==> src/rtl/fcode_clkdiv.sv <==
module fcode_clkdiv #(
  parameter int START_CYC  = 500,
  parameter int SETTLE_MUL = 16,
  parameter int SETTLE_OFS = 6,
  parameter int MAX_EXP    = 7
) (
  input  logic                 clk_i,
  input  logic                 rst_ni,
  input  logic [3:0]           code_i,
  output logic                 div_o,
  output logic [3:0]           applied_code_o,
  output logic                 applied_valid_o
);
  localparam int EXP_W    = $clog2(MAX_EXP + 1);
  localparam int CODE_W   = EXP_W + 1;
  localparam int CODE_MAX = (1 << CODE_W) - 1;
  localparam int HCNT_W   = 2 * MAX_EXP;
  localparam int TMR_W    = $clog2(START_CYC + 1);
  localparam int SCNT_W   = $clog2(SETTLE_MUL * (CODE_MAX + SETTLE_OFS) + 1);

  logic [CODE_W-1:0] sync1_q, sync2_q, cand_q, filt_q, applied_q;
  logic [SCNT_W-1:0] scnt_q, lim;
  logic [TMR_W-1:0]  tmr_q;
  logic [HCNT_W-1:0] hcnt_q, half_m1;
  logic              valid_q, run_q, phase_q;
  logic              pol, bypass, tmr_done;
  logic [EXP_W-1:0]  expo;

  assign pol      = applied_q[CODE_W-1];
  assign expo     = pol ? ~applied_q[EXP_W-1:0] : applied_q[EXP_W-1:0];
  assign bypass   = (expo == '0);
  assign half_m1  = HCNT_W'(((32'd1 << (2 * int'(expo))) >> 1) - 32'd1);
  assign lim      = SCNT_W'(SETTLE_MUL * (int'(cand_q) + SETTLE_OFS));
  assign tmr_done = (int'(tmr_q) == START_CYC);

  always_ff @(posedge clk_i or negedge rst_ni) begin
    if (!rst_ni) begin
      sync1_q <= '0;
      sync2_q <= '0;
      cand_q  <= '0;
      scnt_q  <= '0;
      filt_q  <= '0;
      valid_q <= 1'b0;
    end else begin
      sync1_q <= code_i;
      sync2_q <= sync1_q;
      if (sync2_q != cand_q) begin
        cand_q <= sync2_q;
        scnt_q <= SCNT_W'(1);
      end else if (scnt_q != lim) begin
        scnt_q <= scnt_q + 1'b1;
      end
      if (scnt_q == lim) begin
        filt_q  <= cand_q;
        valid_q <= 1'b1;
      end
    end
  end

  always_ff @(posedge clk_i or negedge rst_ni) begin
    if (!rst_ni) begin
      tmr_q     <= '0;
      run_q     <= 1'b0;
      phase_q   <= 1'b1;
      hcnt_q    <= '0;
      applied_q <= '0;
    end else begin
      if (!tmr_done) tmr_q <= tmr_q + 1'b1;
      if (!run_q && tmr_done && valid_q) run_q <= 1'b1;
      if (!run_q || bypass) begin
        applied_q <= filt_q;
        phase_q   <= 1'b1;
        hcnt_q    <= '0;
      end else if (hcnt_q == half_m1) begin
        hcnt_q  <= '0;
        phase_q <= ~phase_q;
        if (!phase_q) applied_q <= filt_q;
      end else begin
        hcnt_q <= hcnt_q + 1'b1;
      end
    end
  end

  assign div_o           = run_q & (bypass ? (clk_i ^ pol) : (phase_q ^ pol));
  assign applied_code_o  = applied_q;
  assign applied_valid_o = valid_q;
endmodule

==> config.mk <==
export PLATFORM = sky130hd
export DESIGN_NAME = fcode_clkdiv
export DESIGN_NICKNAME = d
export VERILOG_FILES = /design/src/rtl/fcode_clkdiv.sv
export SDC_FILE = /design/constraint.sdc
export NUM_CORES = 1
export LEC_CHECK = 0
export CAP_MARGIN = 20
export CORE_AREA = 2 2 74 76
export CTS_CLUSTER_DIAMETER = 120
export CTS_CLUSTER_SIZE = 28
export DETAILED_ROUTE_END_ITERATION = 8
export DIE_AREA = 0 0 76 78
export DONT_BUFFER_PORTS = 1
export GPL_ROUTABILITY_DRIVEN = 1
export PLACE_DENSITY = 0.69
export REMOVE_ABC_BUFFERS = 1
export SYNTH_ARGS = -nofsm -noshare
export SYNTH_HDL_FRONTEND = slang
export SYNTH_SLANG_ARGS = --single-unit
==> constraint.sdc <==
create_clock -name clk_i -period 6.09 [get_ports clk_i]
set_input_delay 0.3045 -clock clk_i [delete_from_list [all_inputs] [get_ports clk_i]]
set_output_delay 0.3045 -clock clk_i [all_outputs]
set_load 0.05 [all_outputs]
==> results of run 1 <==
==> sequential cells by signal (all words and copies together) (netlist names) <==
| register | count |
|---|---|
| run_q | 1 |
| hcnt_q | 14 |
| filt_q | 4 |
| cand_q | 4 |
| applied_valid_o | 1 |
| applied_code_o | 4 |
| sync2_q | 4 |
| phase_q | 1 |
| scnt_q | 9 |
| tmr_q | 9 |
| sync1_q | 4 |
==> cell type report <==
type,instances,area [µm²],share of cell area
Multi-Input combinational cell,204,1428,0.4478
Inverter,15,56.30,0.01766
Clock inverter,3,37.54,0.01177
Clock buffer,9,123.9,0.03885
Sequential cell,55,1378,0.4321
Timing Repair Buffer,6,77.57,0.02433
Tap cell,70,87.58,0.02747
==> power groups by stage <==
stage / registers [µW] / logic [µW] / clock network [µW]
finish: 395 / 52.0 / 309
global route: 397 / 58.7 / 334
CTS: 395 / 52.6 / 318
detailed placement: 402 / 40.4 / 10.8
global placement: 402 / 40.2 / 10.8
floorplan: 398 / 34.8 / 10.8
==> routing by layer <==
metal  part of all wire  vias up  track usage
met1               0.46      949       0.2394
met5                  0        -            0
met2               0.49       35       0.3179
met4              0.018        0      0.08000
met3              0.040        8      0.05465
li1                   -      990            -
==> kinds of logic (layout without fill, tap and decap cells) <==
| kind of cell | count (synthesis) | after routing | share of synthesized area |
|---|---|---|---|
| compound gates | 32 | 32 | 0.08080 |
| mux | 14 | 14 | 0.05076 |
| xor+xnor | 42 | 42 | 0.1269 |
| buf+inv | 29 | 33 | 0.05161 |
| simple gates | 108 | 108 | 0.1908 |
| fa+ha+maj | 8 | 8 | 0.03342 |
| flops | 55 | 55 | 0.4657 |
==> metrics by stage <==
step | setup WS [ps] | hold slack (ps) | cells | area [µm²] | power [µW]
2_1_floorplan | 1454 | 8.909 | 275 | 2865 | 443.8
3_3_place_gp | 1447 | 11.04 | 345 | 2953 | 453.2
3_5_place_dp | 1446 | 11.06 | 345 | 2953 | 453.6
4_1_cts | 1138 | 356.4 | 362 | 3188 | 765.4
5_1_grt | 1123 | 360.7 | 362 | 3188 | 789.8
6_report | 1157 | 354.0 | 362 | 3188 | 755.8
==> worst paths after layout <==
kind | startpoint | endpoint | slack (ps) | cells past startpoint
max in group asynchronous | rst_ni | phase_q$_DFFE_PN1P_ | 5380 | 2
hold / removal | sync1_q[0]$_DFF_PN0_ | sync2_q[0]$_DFF_PN0_ | 350 | 0
hold reg to reg | sync1_q[0]$_DFF_PN0_ | sync2_q[0]$_DFF_PN0_ | 350 | 0
setup / recovery | clk_i | div_o | 1160 | 5
setup reg to reg | applied_code_o[2]$_DFFE_PN0P_ | applied_code_o[1]$_DFFE_PN0P_ | 2630 | 10
min in group asynchronous | rst_ni | hcnt_q[13]$_DFF_PN0_ | 400 | 2
==> cells in the final DEF, fill, tap and decap left out, types with 3 or more instances in the layout <==
master / netlist / routed
a21oi_1: 8 / 8
a22oi_1: 4 / 4
and2_1: 5 / 5
and3_1: 9 / 9
clkbuf_8: 0 / 9
dfrtp_1: 54 / 54
dlygate4sd3_1: 0 / 5
ha_1: 7 / 7
inv_1: 16 / 16
mux2_2: 8 / 8
mux2i_1: 6 / 6
nand2_1: 9 / 9
nand2b_1: 4 / 4
nand3_1: 18 / 18
nand4_1: 6 / 6
nor2_1: 30 / 30
nor2b_1: 7 / 7
nor3_1: 7 / 7
o21ai_0: 4 / 4
or2_2: 3 / 3
xnor2_1: 23 / 23
xor2_1: 18 / 18
==> critical path, cell delays in order <==
cell and delay, ps:
clkbuf_8 110, clkbuf_8 120, nand3_1 90, a31oi_1 100, nor3_1 1170
==> what timing repair did <==
item	4_1_cts	5_1_grt
endpoints found under the setup margin	0	0
hold buffers	6	0
setup buffers	0	0
endpoints found under the hold margin	59	0
==> impl_metrics.yaml, run 1 <==
pwr:
  seqPwrFrac: 0.523
  p_sw_frac: 0.2354
  cellPowerDensity_mw_per_mm2: 237.1
  p_leak_uw: 0.001411
  pwr-share-clk: 0.408
  combPwrFrac: 0.069
  p_sw_uw: 177.9
  ir_drop_v: 0.0001781
  p_int_uw: 577.9
cells_and_area:
  fin_nets: 304
  final_layout_size_suffix_gt1_frac: 0.1062
  post-route-util: 0.6323
  area_growth_pct: 7.783
  fill_cells: 425
  antenna_cells: 0
synthesis:
  yosys.area.top_type: "dfrtp_1"
  ys_async_sr_fraction: 1.000
  netlist_area_mm2: 0.002958
  synth_enable_flop_cells: 0
  synth_top_area_share: 0.4569
  synthTopCellsByArea: "dfrtp_1, xnor2_1, xor2_1, nor2_1, nand3_1"
  syn_area_per_cell_um2: 10.27
  ys_seq_elements: 55
  synth_most_common_cell: "dfrtp_1"
  ys_seq_area_frac: 0.4657
  synth-main-ff-cell: "dfrtp_1"
  ys_top_cells_by_count: "dfrtp_1, nor2_1, xnor2_1, nand3_1, xor2_1"
  syn_inst: 288
  yosys_warnings: 0
  yosysUniqueCellTypes: 46
run:
  maxCapViolations: 0
grt:
  overflow: 0
  grt_max_degree: 56
  grt_use_total: 0.1925
  antenna_found_initial: 0
  grt_pass1_wl_mm: 8.976
  grt_pass1_vias: 1991
sta:
  slew_viol_final: 0
  finClkSkew_ps: 9.364
  fin_tns_setup_ps: 0
  slew_headroom: 0.04188
  hold_violations: 0
  rsz0062_at_grt: "no"
  setup_viol: 0
  tightest_slew_ps: 1426
critical_path:
  required_ps: 5790
  crit_fanout: 2
  crit_path_end_kind: "output port"
  crit_type: "clock port to output port"
  start_kind: "clock port"
  arrival_ps: 4630
place:
  portBuffers: 0
  place_hpwl_mm: 3.500
  gp_congestion: 0.7890
routing:
  drtIter0Drc: 167
  ant_nets: 0
  drc: 0
  post_drt_wl_per_cell_um: 14.11
  drt-total-wl_mm: 5.109
  firstDrtPassIters: 4
  viasPerCell: 5.475
  vias: 1982
clock_network:
  cts_tree: "done"
  cts_resized: 0
  clk_latency_ps: 410
  clk_pin_slew_ps: 90
worst_hold_path:
  hold_class: "flop to flop"
floorplan:
  start_util: 0.5866
  rows: 26
  core-area_mm2: 0.005042
  die_area_mm2: 0.005928
  ios: 12
  die-height_um: 78
  die_x_um: 76
status:
  status: "complete, no violations"
Note: power is estimated with default switching activity, not from simulation.
==> run 2: changes to the inputs <==
- CORE_AREA: 2 2 74 76 -> 2 2 76 78
- DIE_AREA: 0 0 76 78 -> 0 0 78 80
- clock period: 6.09 -> 4.45 ns (I/O delays scaled with it)
==> impl_metrics.yaml, run 2 (synthesized netlist as in run 1, its figures left out) <==
critical_path:
  crit_buf_inv: 2
  max_stage_delay_ps: 1180
  start_kind: "clock port"
  crit_path_end_kind: "output port"
  crit_type: "clock port to output port"
  crit_fanout: 2
  cp_common_cell: "clkbuf_8"
  cp_cell_sequence: "clkbuf_8 -> clkbuf_8 -> nand3_1 -> a31oi_1 -> nor3_1"
  arrival_ps: 3800
  crit_slowest_cell: "nor3_1"
  cp_top_family: "simple AND/OR/NAND/NOR gates"
  required_ps: 4230
routing:
  post_drt_wl_per_cell_um: 14.86
  drt-total-wl_mm: 5.453
  viasPerCell: 5.583
  drc: 0
  firstDrtPassIters: 4
  vias: 2049
  ant_nets: 0
  drtIter0Drc: 160
clock_network:
  cts_resized: 0
  clk_pin_slew_ps: 100
  post_cts_buffers: 0
  cts_tree: "done"
  clk_latency_ps: 420
sta:
  fin_tns_setup_ps: 0
  slew_headroom: 0.01863
  setup_viol: 0
  finClkSkew_ps: 6.690
  hold_violations: 0
  slew_viol_final: 0
  worst_slack_ps: 425.0
  rsz0062_at_grt: "no"
  tightest_slew_ps: 1461
cells_and_area:
  instances_no_fill: 367
  antenna_cells: 0
  top_regs: "hcnt_q: 14 flops, scnt_q: 9 flops, tmr_q: 9 flops"
  fin_nets: 307
  regMostFlops: "hcnt_q"
  multi_input_area_mm2: 0.001428
  final_layout_size_suffix_gt1_frac: 0.1186
  fill_cells: 467
  post-route-util: 0.5942
  layout_commonest_cell: "dfrtp_1"
  most-common-layout-cells: "dfrtp_1, nor2_1, xnor2_1"
  area_growth_pct: 8.587
  seqCellArea_mm2: 0.001378
  largest_register_ffs: 14
status:
  status: "complete, but fails checks"
  failed_checks: "capacitance limit"
floorplan:
  die_x_um: 78
  rows: 27
  start_util: 0.5472
  ios: 12
  core-area_mm2: 0.005405
  die_area_mm2: 0.006240
  die-height_um: 80
place:
  gp_congestion: 0.7956
  place_inst: 350
  place_hpwl_mm: 3.660
  portBuffers: 0
  place_ws_ps: 734.5
pwr:
  cellPowerDensity_mw_per_mm2: 326.5
  ir_drop_v: 0.0002268
  p_leak_uw: 0.001428
worst_hold_path:
  hold_class: "input pin to async pin"
grt:
  grt_max_degree: 56
  grt_use_total: 0.2020
  overflow: 0
  grt_pass1_wl_mm: 9.611
  antenna_found_initial: 0
  grt_pass1_vias: 2087
run:
  maxCapViolations: 1
## run 2: cell count changes in the layout (fill, tap and decap cells not counted)
cell | previous run | this run
clkbuf_8 | 9 | 8
buf_4 | 0 | 3
clkinv_1 | 1 | 0
inv_8 | 0 | 1
clkinv_2 | 0 | 1
## run 2: worst register-to-register path, stage by stage (launching register included)
cell and delay [ps]:
dfrtp_1 990, nor3_1 210, a22oi_1 280, ha_1 290, xor2_1 130, o211ai_1 110, a21oi_1 130, o2111a_1 200
nand4_1 210, o21ai_2 550, nor2_1 120
## run 2: repair_timing
action,in CTS,in global routing
hold endpoints to repair,59,0
endpoints found under the setup margin,0,0
hold buffers,6,0
## run 2: area by class of cell
| class | instances | share of cell area |
|---|---|---|
| clock buffers | 8 | 0.03428 |
| clock inverters | 4 | 0.01558 |
| inverters | 15 | 0.01753 |
| multi-input cells | 204 | 0.4445 |
| flip-flops and latches | 55 | 0.4289 |
| well taps | 72 | 0.02805 |
| repair buffers | 9 | 0.03116 |
## run 2: metal layers
| metal | up-vias | global-route usage | part of all wire |
|---|---|---|---|
| li1 | 996 | - | - |
| met1 | 986 | 0.2615 | 0.46 |
| met2 | 54 | 0.3129 | 0.48 |
| met3 | 13 | 0.06222 | 0.046 |
| met4 | 0 | 0.09123 | 0.019 |
| met5 | - | 0 | 0 |
## run 2: worst paths after layout
kind                                                from                             to  slack, ps  cells after the start
min in group clk_i                  sync1_q[3]$_DFF_PN0_           sync2_q[3]$_DFF_PN0_        360                      0
hold reg to reg                     sync1_q[3]$_DFF_PN0_           sync2_q[3]$_DFF_PN0_        360                      0
max in group asynchronous                         rst_ni            phase_q$_DFFE_PN1P_       3860                      2
setup / recovery                                   clk_i                          div_o        420                      5
hold / removal                                    rst_ni  applied_code_o[0]$_DFFE_PN0P_        320                      2
setup reg to reg           applied_code_o[3]$_DFFE_PN0P_            hcnt_q[3]$_DFF_PN0_       1090                     10
## run 2: metrics by stage
step           power (µW)  hold WS (ps)  cell area [µm²]
6_report             1049         320.5             3212
5_1_grt              1093         333.8             3212
4_1_cts              1054         333.7             3212
3_5_place_dp        624.2        -70.00             2978
3_3_place_gp        622.3        -69.91             2978
2_1_floorplan       607.4        -73.09             2865
## run 2: power breakdown
| group | switching [µW] | internal, µW | leakage [µW] |
|---|---|---|---|
| clock | 196 | 237 | 0.0000913 |
| combinational | 47.7 | 35.1 | 0.000620 |
| sequential | 22.6 | 511 | 0.000716 |
| total | 266 | 782 | 0.00143 |
==> run 3: changes to the inputs <==
==> constraint.sdc (replaced) <==
create_clock -name clk_i -period 4.45 [get_ports clk_i]
set_input_delay 0.445 -clock clk_i [delete_from_list [all_inputs] [get_ports clk_i]]
set_output_delay 0.445 -clock clk_i [all_outputs]
set_load 0.05 [all_outputs]
==> impl_metrics.yaml, run 3 (synthesized netlist as in run 1, its figures left out) <==
pwr:
  ir_drop_v: 0.0001794
  power.total_uw: 982.0
  p_leak_uw: 0.001394
  cellPowerDensity_mw_per_mm2: 311.6
floorplan:
  ios: 12
  die_x_um: 78
  rows: 27
  core-area_mm2: 0.005405
  start_util: 0.5472
  die_area_mm2: 0.006240
  die-height_um: 80
cells_and_area:
  top_regs: "hcnt_q: 14 flops, scnt_q: 9 flops, tmr_q: 9 flops"
  fin_nets: 303
  antenna_cells: 0
  post-route-util: 0.5831
  regMostFlops: "hcnt_q"
  area_growth_pct: 6.557
  largest_register_ffs: 14
  layout_commonest_cell: "dfrtp_1"
  design_area_mm2: 0.003152
  most-common-layout-cells: "dfrtp_1, nor2_1, xnor2_1"
  final_layout_size_suffix_gt1_frac: 0.1203
  fill_cells: 475
critical_path:
  r2r_setup_slack_ps: 1120
  required_ps: 4010
  r2r_cells: 10
  timing.rr.start: "applied_code_o[3]$_DFFE_PN0P_"
  crit_type: "clock port to output port"
  crit_path_end_kind: "output port"
  crit_fanout: 2
  arrival_ps: 3760
  worstReg2RegEnd: "hcnt_q[5]$_DFF_PN0_"
  start_kind: "clock port"
sta:
  tightest_slew_ps: 1457
  finClkSkew_ps: 5.353
  whs_ps: 51.66
  fin_tns_setup_ps: 0
  slew_headroom: 0.02092
  slew_viol_final: 0
  setup_viol: 0
  rsz0062_at_grt: "no"
  hold_violations: 0
routing:
  drtIter0Drc: 138
  viasPerCell: 5.642
  drc: 0
  vias: 2048
  drt-total-wl_mm: 5.332
  firstDrtPassIters: 5
  ant_nets: 0
  post_drt_wl_per_cell_um: 14.69
worst_hold_path:
  hold_path_startpoint: "code_i[0]"
  hold_class: "input pin to flop"
  holdPathStages: 0
  hold_path_end: "sync1_q[0]$_DFF_PN0_"
place:
  portBuffers: 0
  placed_cell_area_mm2: 0.002978
  gp_congestion: 0.8320
  place_hpwl_mm: 3.755
grt:
  grt_pass1_wl_mm: 9.549
  grt_max_degree: 56
  grt_use_total: 0.1990
  grt_pass1_vias: 2025
  antenna_found_initial: 0
  overflow: 0
clock_network:
  cts_tree: "done"
  clk_pin_slew_ps: 100
  clk_latency_ps: 410
  post_cts_buffers: 0
  cts_resized: 0
  postCtsHoldBufs: 2
status:
  status: "complete, no violations"
run:
  maxCapViolations: 0
## run 3: critical path: stages
cell and delay (ps):
clkbuf_8 110, clkbuf_8 120, nand3_1 70, a31oi_1 90
nor3_1 1160
## run 3: routing by layer
layer	global-route usage	up-vias	wire length, µm
li1	-	988	-
met1	0.2655	1013	2471
met2	0.2897	38	2471
met3	0.07240	9	289
met4	0.09123	0	99
met5	0	-	0
## run 3: how the worst max path moves through the flow
stage | slack [ps] | cells past startpoint | start | end
CTS | 220 | 5 | clk_i | div_o
finish | 240 | 5 | clk_i | div_o
global placement | 540 | 3 | clk_i | div_o
detailed placement | 540 | 3 | clk_i | div_o
floorplan | 490 | 3 | clk_i | div_o
global route | 170 | 5 | clk_i | div_o
## run 3: stage by stage
step                std cells  setup WS [ps]
floorplan                 275          494.0
global placement          350          541.0
detailed placement        350          541.1
CTS                       363          219.4
global route              363          165.2
finish                    363          243.7
## run 3: report_power, final
group	switching, µW	internal [µW]
logic	50.3	32.6
clock network	189	180
registers	18.5	511
total	258	724
## run 3: cell type report
type                            count  area (µm²)  share of cell area
Inverter                           15       56.30             0.01786
Clock inverter                      4       30.03            0.009528
Timing Repair Buffer                5       60.06             0.01906
Tap cell                           72       90.09             0.02858
Multi-Input combinational cell    204        1428              0.4530
Sequential cell                    55        1378              0.4371
Clock buffer                        8       110.1             0.03493
